File: config.mk
export PLATFORM = sky130hd
export DESIGN_NAME = dma_irq_index
export DESIGN_NICKNAME = d
export VERILOG_FILES = /design/src/rtl/dma_irq_pkg.sv /design/src/rtl/dma_early_detect.sv /design/src/rtl/dma_flag_bank.sv /design/src/rtl/dma_idx_encoder.sv /design/src/rtl/dma_irq_index.sv
export SDC_FILE = /design/constraint.sdc
export NUM_CORES = 1
export LEC_CHECK = 0
export BUFFER_PORTS_ARGS = -buffer_cell sky130_fd_sc_hd__buf_2
export CORE_AREA = 5 5 166 168
export DETAILED_ROUTE_END_ITERATION = 6
export DIE_AREA = 0 0 171 173
export PLACE_DENSITY = 0.66
export SYNTH_ARGS = -nofsm -noshare
export SYNTH_HDL_FRONTEND = slang
export SYNTH_SLANG_ARGS = --single-unit
File: constraint.sdc
create_clock -name clk_i -period 3.9 [get_ports clk_i]
set_input_delay 0.195 -clock clk_i [delete_from_list [all_inputs] [get_ports clk_i]]
set_output_delay 0.195 -clock clk_i [all_outputs]
set_load 0.05 [all_outputs]
File: src/rtl/dma_irq_pkg.sv
`timescale 1ns/1ps
package dma_irq_pkg;

    typedef enum logic [2:0] {
        THR_OFF  = 3'd0,
        THR_1    = 3'd1,
        THR_2    = 3'd2,
        THR_4    = 3'd3,
        THR_8    = 3'd4,
        THR_32   = 3'd5,
        THR_64   = 3'd6,
        THR_HALF = 3'd7
    } thr_sel_e;

    // Level at which the early flag fires; the half setting uses the loaded size
    function automatic logic [31:0] thr_level(input logic [2:0] sel, input logic [31:0] init_size);
        logic [31:0] lvl;
        case (thr_sel_e'(sel))
            THR_1:    lvl = 32'd1;
            THR_2:    lvl = 32'd2;
            THR_4:    lvl = 32'd4;
            THR_8:    lvl = 32'd8;
            THR_32:   lvl = 32'd32;
            THR_64:   lvl = 32'd64;
            THR_HALF: lvl = init_size >> 1;
            default:  lvl = 32'd0;
        endcase
        return lvl;
    endfunction

endpackage

File: src/rtl/dma_early_detect.sv
`timescale 1ns/1ps
module dma_early_detect #(
    parameter int CNT_W = 16
) (
    input  logic             clk_i,
    input  logic             rst_ni,
    input  logic [CNT_W-1:0] remain_i,
    input  logic [CNT_W-1:0] init_size_i,
    input  logic [2:0]       thr_sel_i,
    output logic             hit_o
);
    import dma_irq_pkg::*;

    typedef struct packed {
        logic [CNT_W-1:0] prev;
    } state_t;

    state_t      state_d, state_q;
    logic [31:0] level;
    logic [31:0] remain_ext;
    logic        enabled;
    logic        moved;

    always_comb begin
        state_d      = state_q;
        state_d.prev = remain_i;
        remain_ext   = 32'(remain_i);
        level        = thr_level(thr_sel_i, 32'(init_size_i));
        enabled      = (thr_sel_e'(thr_sel_i) != THR_OFF);
        moved        = (remain_i != state_q.prev);
        hit_o        = enabled && moved && (remain_ext == level);
    end

    always_ff @(posedge clk_i or negedge rst_ni) begin
        if (!rst_ni) begin
            state_q <= '0;
        end else begin
            state_q <= state_d;
        end
    end

endmodule

File: src/rtl/dma_flag_bank.sv
`timescale 1ns/1ps
module dma_flag_bank #(
    parameter int NSRC = 26
) (
    input  logic            clk_i,
    input  logic            rst_ni,
    input  logic [NSRC-1:0] hw_set_i,
    input  logic [NSRC-1:0] sw_set_i,
    input  logic [NSRC-1:0] sw_clr_i,
    input  logic            mask_wr_i,
    input  logic [NSRC-1:0] mask_i,
    output logic [NSRC-1:0] raw_o,
    output logic [NSRC-1:0] mask_o
);

    typedef struct packed {
        logic [NSRC-1:0] raw;
        logic [NSRC-1:0] mask;
    } state_t;

    state_t state_d, state_q;

    always_comb begin
        state_d     = state_q;
        // clear first, then any set source wins
        state_d.raw = (state_q.raw & ~sw_clr_i) | sw_set_i | hw_set_i;
        if (mask_wr_i) begin
            state_d.mask = mask_i;
        end
    end

    always_ff @(posedge clk_i or negedge rst_ni) begin
        if (!rst_ni) begin
            state_q <= '0;
        end else begin
            state_q <= state_d;
        end
    end

    assign raw_o  = state_q.raw;
    assign mask_o = state_q.mask;

endmodule

File: src/rtl/dma_idx_encoder.sv
`timescale 1ns/1ps
module dma_idx_encoder #(
    parameter int NSRC  = 26,
    parameter int IDX_W = 5
) (
    input  logic [NSRC-1:0]  pend_i,
    output logic [IDX_W-1:0] idx_o,
    output logic             any_o
);

    always_comb begin
        idx_o = '0;
        // scan downward so the lowest set position is the last written
        for (int i = NSRC - 1; i >= 0; i--) begin
            if (pend_i[i]) begin
                idx_o = IDX_W'(i + 1);
            end
        end
        any_o = |pend_i;
    end

endmodule

File: src/rtl/dma_irq_index.sv
`timescale 1ns/1ps
module dma_irq_index #(
    parameter int NUM_CH    = 16,
    parameter int NUM_EARLY = 8,
    parameter int CNT_W     = 16,
    localparam int NSRC     = NUM_CH + NUM_EARLY + 2,
    localparam int IDX_W    = $clog2(NSRC + 1)
) (
    input  logic                                clk_i,
    input  logic                                rst_ni,
    input  logic [NUM_CH-1:0]                   done_i,
    input  logic                                addr_err_i,
    input  logic                                data_err_i,
    input  logic [NUM_EARLY-1:0][CNT_W-1:0]     remain_i,
    input  logic [NUM_EARLY-1:0][CNT_W-1:0]     init_size_i,
    input  logic [NUM_EARLY-1:0][2:0]           thr_sel_i,
    input  logic [NSRC-1:0]                     sw_set_i,
    input  logic [NSRC-1:0]                     sw_clr_i,
    input  logic                                mask_wr_i,
    input  logic [NSRC-1:0]                     mask_i,
    output logic [NSRC-1:0]                     raw_o,
    output logic [NSRC-1:0]                     masked_o,
    output logic [IDX_W-1:0]                    idx_o,
    output logic                                irq_o
);

    localparam int EARLY_LO = NUM_CH;
    localparam int ADDR_BIT = NUM_CH + NUM_EARLY;
    localparam int DATA_BIT = ADDR_BIT + 1;

    logic [NUM_EARLY-1:0] early_hit;
    logic [NSRC-1:0]      hw_set;
    logic [NSRC-1:0]      mask_q;

    for (genvar e = 0; e < NUM_EARLY; e++) begin : g_early
        dma_early_detect #(
            .CNT_W (CNT_W)
        ) u_det (
            .clk_i       (clk_i),
            .rst_ni      (rst_ni),
            .remain_i    (remain_i[e]),
            .init_size_i (init_size_i[e]),
            .thr_sel_i   (thr_sel_i[e]),
            .hit_o       (early_hit[e])
        );
    end

    always_comb begin
        hw_set                              = '0;
        hw_set[NUM_CH-1:0]                  = done_i;
        hw_set[EARLY_LO +: NUM_EARLY]       = early_hit;
        hw_set[ADDR_BIT]                    = addr_err_i;
        hw_set[DATA_BIT]                    = data_err_i;
    end

    dma_flag_bank #(
        .NSRC (NSRC)
    ) u_bank (
        .clk_i     (clk_i),
        .rst_ni    (rst_ni),
        .hw_set_i  (hw_set),
        .sw_set_i  (sw_set_i),
        .sw_clr_i  (sw_clr_i),
        .mask_wr_i (mask_wr_i),
        .mask_i    (mask_i),
        .raw_o     (raw_o),
        .mask_o    (mask_q)
    );

    assign masked_o = raw_o & mask_q;

    dma_idx_encoder #(
        .NSRC  (NSRC),
        .IDX_W (IDX_W)
    ) u_enc (
        .pend_i (masked_o),
        .idx_o  (idx_o),
        .any_o  (irq_o)
    );

endmodule

## After elaboration in Yosys (flattened, before gate mapping)

Index checks and enable logic that the tools add are counted.
W data, S select, Z words.

- Flip-flop bits (word level): 180
- Input bits: 379
- Output and inout port bits: 58

- Equal/unequal tests: 72
- Mux-type cells: 34
- Bitwise operators: 5
- Reductions and logical operators: 25

Operators with widths:

| operator | count |
|---|---|
| $pmux W15 S7 | 8 |
| $mux W5 | 26 |
| $eq A16 B15 Y1 | 8 |
| $ne A16 B16 Y1 | 8 |
| $eq A3 B3 Y1 const B | 32 |
| $and A26 B26 Y26 | 2 |
| $or A26 B26 Y26 | 2 |
| $eq A3 B2 Y1 const B | 16 |
| $not A26 Y26 | 1 |
| $reduce_or A26 Y1 | 1 |
| $eq A3 B1 Y1 const B | 8 |
| $reduce_bool A3 Y1 | 8 |
| $logic_and A1 B1 Y1 | 16 |

## Longest topological paths before layout

Gate-level depths: netlist of run 1.

- Depth after elaboration: 27
- Mapped depth: 7
- Depth with buffers taken out: 7

## Modules after synthesis

Synthesis of run 1 repeated with hierarchy kept, for this count alone.

- Cell total of the unflattened synthesis: 1,018
- Area total of the unflattened synthesis: 10,501.3 um^2

By module, submodules not included:

| module | instances | cells each | area an instance (um^2) | sequential area each (um^2) |
|---|---|---|---|---|
| dma_early_detect | 8 | 97 | 996.0 | 400.4 |
| dma_flag_bank | 1 | 159 | 2,045.7 | 1,301.2 |
| dma_idx_encoder | 1 | 57 | 325.3 | 0.0 |
| dma_irq_index | 1 | 26 | 162.7 | 0.0 |

## Least setup slack after synthesis of run 1

No wires, ideal clock.

- Path type: register to output
- Start point: register u_bank.state_q (netlist bit u_bank.raw_o[7])
- End point: output idx_o[4]
- Data arrival time: 2,757 ps
- Required time: 3,705 ps
- Setup slack: 948 ps
- Cell stages (with the launch flop): 6
- Cell sequence: dfrtp_1 and2_1 or2_2 nor3_1 nand4_1 nor3_1

- Cells in the longest elaborated chain, start to end: 9

Ends and longest elaborated chain:

| item | line | text |
|---|---|---|
| start: declaration | dma_flag_bank.sv:21 | `state_t state_d, state_q;` |
| start signal: assignment | dma_flag_bank.sv:36 | `state_q <= state_d;` |
| $and A26 B26 Y26 | dma_irq_index.sv:70 | `assign masked_o = raw_o & mask_q;` |
| net masked_o[7] | dma_irq_index.sv:22 | `output logic [NSRC-1:0] masked_o,` |
| $mux W5 (8 in series) | dma_idx_encoder.sv:15 | `if (pend_i[i]) begin` |
| end: declaration | dma_irq_index.sv:23 | `output logic [IDX_W-1:0] idx_o,` |

The timed path passes the listed nets, and every way through them passes these cells.

## Worst setup path after layout of run 1

- Start point: register u_bank.state_q (netlist bit u_bank.raw_o[20])
- End point: output idx_o[0]

- Cells in the longest elaborated chain, start to end: 22

Ends and longest elaborated chain:

| item | line |
|---|---|
| $and A26 B26 Y26 | dma_irq_index.sv:70 |
| $mux W5 (21 in series) | dma_idx_encoder.sv:15 |

No other way between the ends.

==> impl_metrics.env, run 1 <==
export IMPL_drc=0
export IMPL_drt_first_iter_violations=456
export IMPL_leakage_nw=6.85
export IMPL_status="completed"
export IMPL_globalplace_congestion=0.894
export IMPL_synth_edf_count=0
export IMPL_via_per_inst=5.10
export IMPL_root_buffer="clkbuf_16"
export IMPL_grt_remaining_overflow=0
export IMPL_vdd_ir_drop_max_v=0.000216
export IMPL_worst_slew_pin_slew_ns=0.901
export IMPL_ys_flop_type="dfrtp_1"
export IMPL_die_area_mm2=0.0296
export IMPL_dpl_hpwl_um=25700
export IMPL_worstSetupStartpointType="flop"
export IMPL_regArea_mm2=0.00450
export IMPL_cts_sinks=180
export IMPL_power_density_mw_per_mm2=330
export IMPL_post_cts_buffers=0
export IMPL_fillers=2175
export IMPL_hp_class="in2reg"
export IMPL_numPortBuffers=428
export IMPL_wl_per_cell_um=17.0
export IMPL_ant_nets=0
export IMPL_drv_slew=0
export IMPL_syn_area_mm2=0.0101
export IMPL_core_area_mm2=0.0258
export IMPL_clock_latency_ns=0.42
export IMPL_cts_buffers=17
export IMPL_grt_pass1_wl_um=53000
export IMPL_arrival_ns=2.36
export IMPL_cts_tree="done"
export IMPL_clock_fmax_mhz=392
export IMPL_rsz0062_at_grt="false"
export IMPL_end_kind="output port"
export IMPL_totalWireLength_um=34200
export IMPL_yosys_warnings=0
export IMPL_grt_max_degree=111
export IMPL_fin_crit_sh_pct=65.4
export IMPL_syn_avg_cell_area_um2=9.74
export IMPL_drive_gt1_share_pct=30.0
export IMPL_required_ns=3.70
export IMPL_synthToLayoutAreaGrowth_pct=48.9
export IMPL_start_util_pct=39.3
export IMPL_setup_tns_ns=0
export IMPL_grt_pass1_vias=10600
export IMPL_holdBufCountCts=196
export IMPL_postSynth_asyncResetShare_pct=100
export IMPL_vias=10200
export IMPL_total_power_mw=4.98
export IMPL_syn_nets=1419
export IMPL_die_y_um=173
export IMPL_whs_ns=0.0319
export IMPL_antenna_found_initial=2
export IMPL_multi_input_area_mm2=0.00519
export IMPL_ios=437
export IMPL_yosysSeqAreaShare_pct=44.5
export IMPL_grt_usage_pct=22.1
export IMPL_final_min_clock_period_ns=2.55
export IMPL_nets=2036
export IMPL_critPathMaxFanout=4
export IMPL_finalSetupViolations=0
export IMPL_synth_cells=1040
export IMPL_synth_cell_types=59
export IMPL_cts_buffer_depth=2
export IMPL_die_w_um=171
export IMPL_rows=59
export IMPL_hold_viol=0
export IMPL_clkTransAtPathRegs_ns=0.07
export IMPL_cts_resized=0
export IMPL_cap_violations=0
export IMPL_htree_levels=4
export IMPL_relSlewSlack_pct=39.9
export IMPL_clock_skew_ns=0.00811
export IMPL_synth_seq_cells=180
export IMPL_drt_pass1_iter_count=5
export IMPL_path_class="reg2out"
## state kept, by name, indices dropped and copies added (netlist names)
register / cells
u_bank.mask_o: 26
g_early.u_det.state_q: 128
u_bank.raw_o: 26
## cells in the final DEF (no fill, tap or decap), types with 3 or more instances in the layout
cell,count
nor3_1,12
clkbuf_16,17
o21ai_1,5
and2_1,10
nand2b_1,11
dlygate4sd3_1,196
nor2b_1,8
mux2_2,26
a31oi_1,31
nand4_1,43
o31ai_1,5
nand3_1,24
nand2_1,52
o211ai_1,10
dfrtp_1,180
nor4bb_1,24
o32ai_1,25
o21ai_0,61
o32a_1,4
a21oi_1,29
nor4_1,32
and3_1,12
xor2_1,107
buf_2,427
xnor2_1,89
inv_1,64
inv_6,5
nor2_1,102
o22ai_1,3
inv_8,4
## critical path, cell delays in order (launching register included)
cell      delay [ns]
dfrtp_1         0.43
nand2_1         0.20
inv_1           0.09
a221oi_1        0.33
o21bai_1        0.15
a221oi_1        0.33
a21oi_1         0.17
buf_2           0.25
## path summary, 6_finish.rpt
kind                                               endpoint  slack, ns  depth (start not counted)                    startpoint
worst min-delay path                      u_bank.mask_o[19]       0.03                          2                    mask_i[19]
min in group asynchronous       g_early[2].u_det.state_q[2]       0.44                          2                        rst_ni
worst max register to register             u_bank.raw_o[16]       2.38                          6  g_early[0].u_det.state_q[14]
worst min register to register            u_bank.mask_o[13]       0.50                          1             u_bank.mask_o[13]
worst max-delay path                               idx_o[0]       1.35                          7              u_bank.raw_o[20]
max in group asynchronous                 u_bank.mask_o[18]       2.50                          3                        rst_ni
## kinds of logic (layout without fill, tap and decap cells)
group / after synthesis / count (layout) / synth area share, %
and+or+nand+nor: 346 / 346 / 18.6
buffers and inverters: 92 / 721 / 4.26
muxes: 26 / 26 / 2.89
xor gates and xnor gates: 196 / 196 / 17.0
AOI/OAI and AO/OA: 200 / 200 / 12.8
other: 0 / 1 / 0
DFF: 180 / 180 / 44.5
## stage by stage
step                      setup slack (ns)  instances  utilization (%)  cell area (um^2)
after floorplan                      0.948       1040                -             10100
after global placement                1.76       1777             48.6             12500
after detailed placement              1.76       1777             48.6             12500
after CTS                             1.29       2004             58.5             15100
after global routing                  1.11       2005             58.5             15100
final                                 1.35       2005             58.5             15100
## synth_stat cells, drive strengths merged, types with 24 or more instances
master | instances | area (um^2)
nand4 | 43 | 269
nor4 | 33 | 213
o21ai | 68 | 348
a21oi | 29 | 145
o32ai | 25 | 219
inv | 65 | 244
xnor2 | 89 | 780
mux2 | 26 | 293
xor2 | 107 | 937
nand3 | 27 | 158
a31oi | 31 | 194
nor4bb | 24 | 240
nand2 | 52 | 195
nor2 | 102 | 383
buf | 26 | 184
dfrtp | 180 | 4500
## metal layers
layer  track usage [%]  share of wire [%]  up-vias
met5                 0              0.038        -
met4              7.53                2.7        2
met3              5.30                7.2       67
met2              40.5                 52      429
met1              25.0                 38     4763
li1                  -                  -     4956
## area by class of cell
class	instances	area share, %
well taps	335	2.78
multi-input cells	768	34.4
clock buffers	18	2.91
inverters	65	1.62
diodes	1	0.0166
flip-flops and latches	180	29.9
repair buffers	625	27.4
clock inverters	13	0.930
## power breakdown
| part | internal [mW] | switching, mW | leakage [nW] |
|---|---|---|---|
| Clock | 0.923 | 0.772 | 0.286 |
| Combinational | 0.550 | 0.704 | 4.51 |
| Sequential | 1.97 | 0.0553 | 2.06 |
Power figures use the tool's default switching activity.
==> run 2: changes to the inputs <==
clock period = 2.5 ns   (was 3.9 ns; I/O delays follow)
==> impl_metrics.env, run 2 (synthesis results as in run 1) <==
export IMPL_antenna_found_initial=7
export IMPL_synthToLayoutAreaGrowth_pct=50.6
export IMPL_cap_violations=0
export IMPL_worstSetupStartpointType="flop"
export IMPL_globalplace_congestion=0.911
export IMPL_totalWireLength_um=35300
export IMPL_die_area_mm2=0.0296
export IMPL_clock_fmax_mhz=413
export IMPL_wl_per_cell_um=17.4
export IMPL_arrival_ns=2.30
export IMPL_path_class="reg2out"
export IMPL_required_ns=2.38
export IMPL_htree_levels=4
export IMPL_cts_tree="done"
export IMPL_ios=437
export IMPL_slowest_delay_ns=0.44
export IMPL_start_util_pct=39.3
export IMPL_leakage_nw=6.92
export IMPL_drive_gt1_share_pct=30.2
export IMPL_relSlewSlack_pct=50.7
export IMPL_cts_buffer_depth=2
export IMPL_end_kind="output port"
export IMPL_largest_reg_flops=128
export IMPL_met2WireLength_um=18000
export IMPL_route_met3_wl_um=2700
export IMPL_nets=2053
export IMPL_place_area_mm2=0.0126
export IMPL_status="completed"
export IMPL_cts_buffers=17
export IMPL_vdd_ir_drop_max_v=0.000324
export IMPL_dpl_hpwl_um=26700
export IMPL_final_min_clock_period_ns=2.42
export IMPL_preCtsSetupSlack_ns=0.501
export IMPL_drt_met1_wl_um=13200
export IMPL_drt_pass1_iter_count=4
export IMPL_regArea_mm2=0.00450
export IMPL_grt_pass1_wl_um=54800
export IMPL_layout_cells_most_common="buf_2"
export IMPL_final_cell_mix="buf_2 (426), dlygate4sd3_1 (209), dfrtp_1 (180)"
export IMPL_top_layer_used="met5"
export IMPL_top_register="g_early.u_det.state_q"
export IMPL_setup_ws_ns=0.0793
export IMPL_design_area_mm2=0.0152
export IMPL_critPathMaxFanout=4
export IMPL_hold_viol=0
export IMPL_rsz0062_at_grt="false"
export IMPL_grt_max_degree=61
export IMPL_setup_tns_ns=0
export IMPL_core_area_mm2=0.0258
export IMPL_via_per_inst=5.13
export IMPL_clkTransAtPathRegs_ns=0.07
export IMPL_cts_sinks=180
export IMPL_hp_class="in2reg"
export IMPL_drv_slew=0
export IMPL_multi_input_area_mm2=0.00521
export IMPL_die_y_um=173
export IMPL_fin_crit_sh_pct=96.8
export IMPL_grt_remaining_overflow=0
export IMPL_clock_latency_ns=0.42
export IMPL_slowest_stage="dfrtp_1"
export IMPL_ant_nets=0
export IMPL_die_w_um=171
export IMPL_crit_chain="and2_1 -> nor3b_1 -> o311ai_0 -> a311oi_1 -> o21ai_0 -> a21oi_2 -> buf_4"
export IMPL_numPortBuffers=428
export IMPL_finish_utilization_pct=59.2
export IMPL_worst_slew_pin_slew_ns=0.740
export IMPL_grt_pass1_vias=10900
export IMPL_drt_first_iter_violations=532
export IMPL_power_density_mw_per_mm2=507
export IMPL_rows=59
export IMPL_vias=10400
export IMPL_root_buffer="clkbuf_16"
export IMPL_grt_usage_pct=22.9
export IMPL_clock_skew_ns=0.0108
export IMPL_drc=0
export IMPL_finalSetupViolations=0
export IMPL_fillers=2179
==> run 2: final cells by class <==
class / instances / area share, %
Antenna cell: 4 / 0.0657
Sequential cell: 180 / 29.5
Timing Repair Buffer: 642 / 28.2
Clock buffer: 20 / 2.93
Inverter: 65 / 1.60
Clock inverter: 12 / 0.747
Tap cell: 335 / 2.75
Multi-Input combinational cell: 768 / 34.2
==> run 2: path summary, 6_finish.rpt <==
check                                             from                          end  slack, ns  depth (start not counted)
min reg2reg                          u_bank.mask_o[23]            u_bank.mask_o[23]       0.50                          1
min                                       sw_clr_i[16]             u_bank.raw_o[16]       0.05                          4
min in group asynchronous                       rst_ni  g_early[2].u_det.state_q[7]       0.23                          2
max reg2reg                g_early[0].u_det.state_q[4]             u_bank.raw_o[16]       0.98                          6
max in group asynchronous                       rst_ni             u_bank.raw_o[19]       1.54                          3
max                                   u_bank.raw_o[23]                     idx_o[1]       0.08                          7
==> run 2: per-stage QoR <==
| stage | power (mW) | hold WS, ns | cells |
|---|---|---|---|
| final | 7.72 | 0.0549 | 2026 |
| after global routing | 8.12 | 0.0586 | 2026 |
| after CTS | 7.79 | 0.0282 | 2022 |
| after detailed placement | 4.94 | 0.148 | 1781 |
| after global placement | 4.91 | 0.138 | 1781 |
| after floorplan | 4.19 | -0.171 | 1040 |
==> run 2: worst max-delay path, delay by kind of cell, from the launching register on <==
kind / cells / cell delay (ns)
AOI/OAI and AO/OA: 4 / 0.82
DFF: 1 / 0.44
and+or+nand+nor: 2 / 0.41
buffers and inverters: 1 / 0.21
==> run 2: power by group <==
group	total (mW)	switching [mW]	internal [mW]
combinational	2.00	1.11	0.883
clock	2.56	1.21	1.35
sequential	3.17	0.0859	3.08
total	7.72	2.41	5.31
==> run 2: metal layers <==
| layer | global-route usage (%) | up-vias |
|---|---|---|
| met5 | 0 | - |
| met4 | 8.55 | 6 |
| met3 | 5.98 | 100 |
| met2 | 41.6 | 453 |
| met1 | 25.3 | 4851 |
| li1 | - | 4976 |
==> run 2: repair_timing <==
action                                  4_1_cts  5_1_grt
endpoints found under the setup margin        0        2
gates resized for setup                       0        3
hold buffers                                209        0
setup buffers                                 0        0
endpoints found under the hold margin       235        0
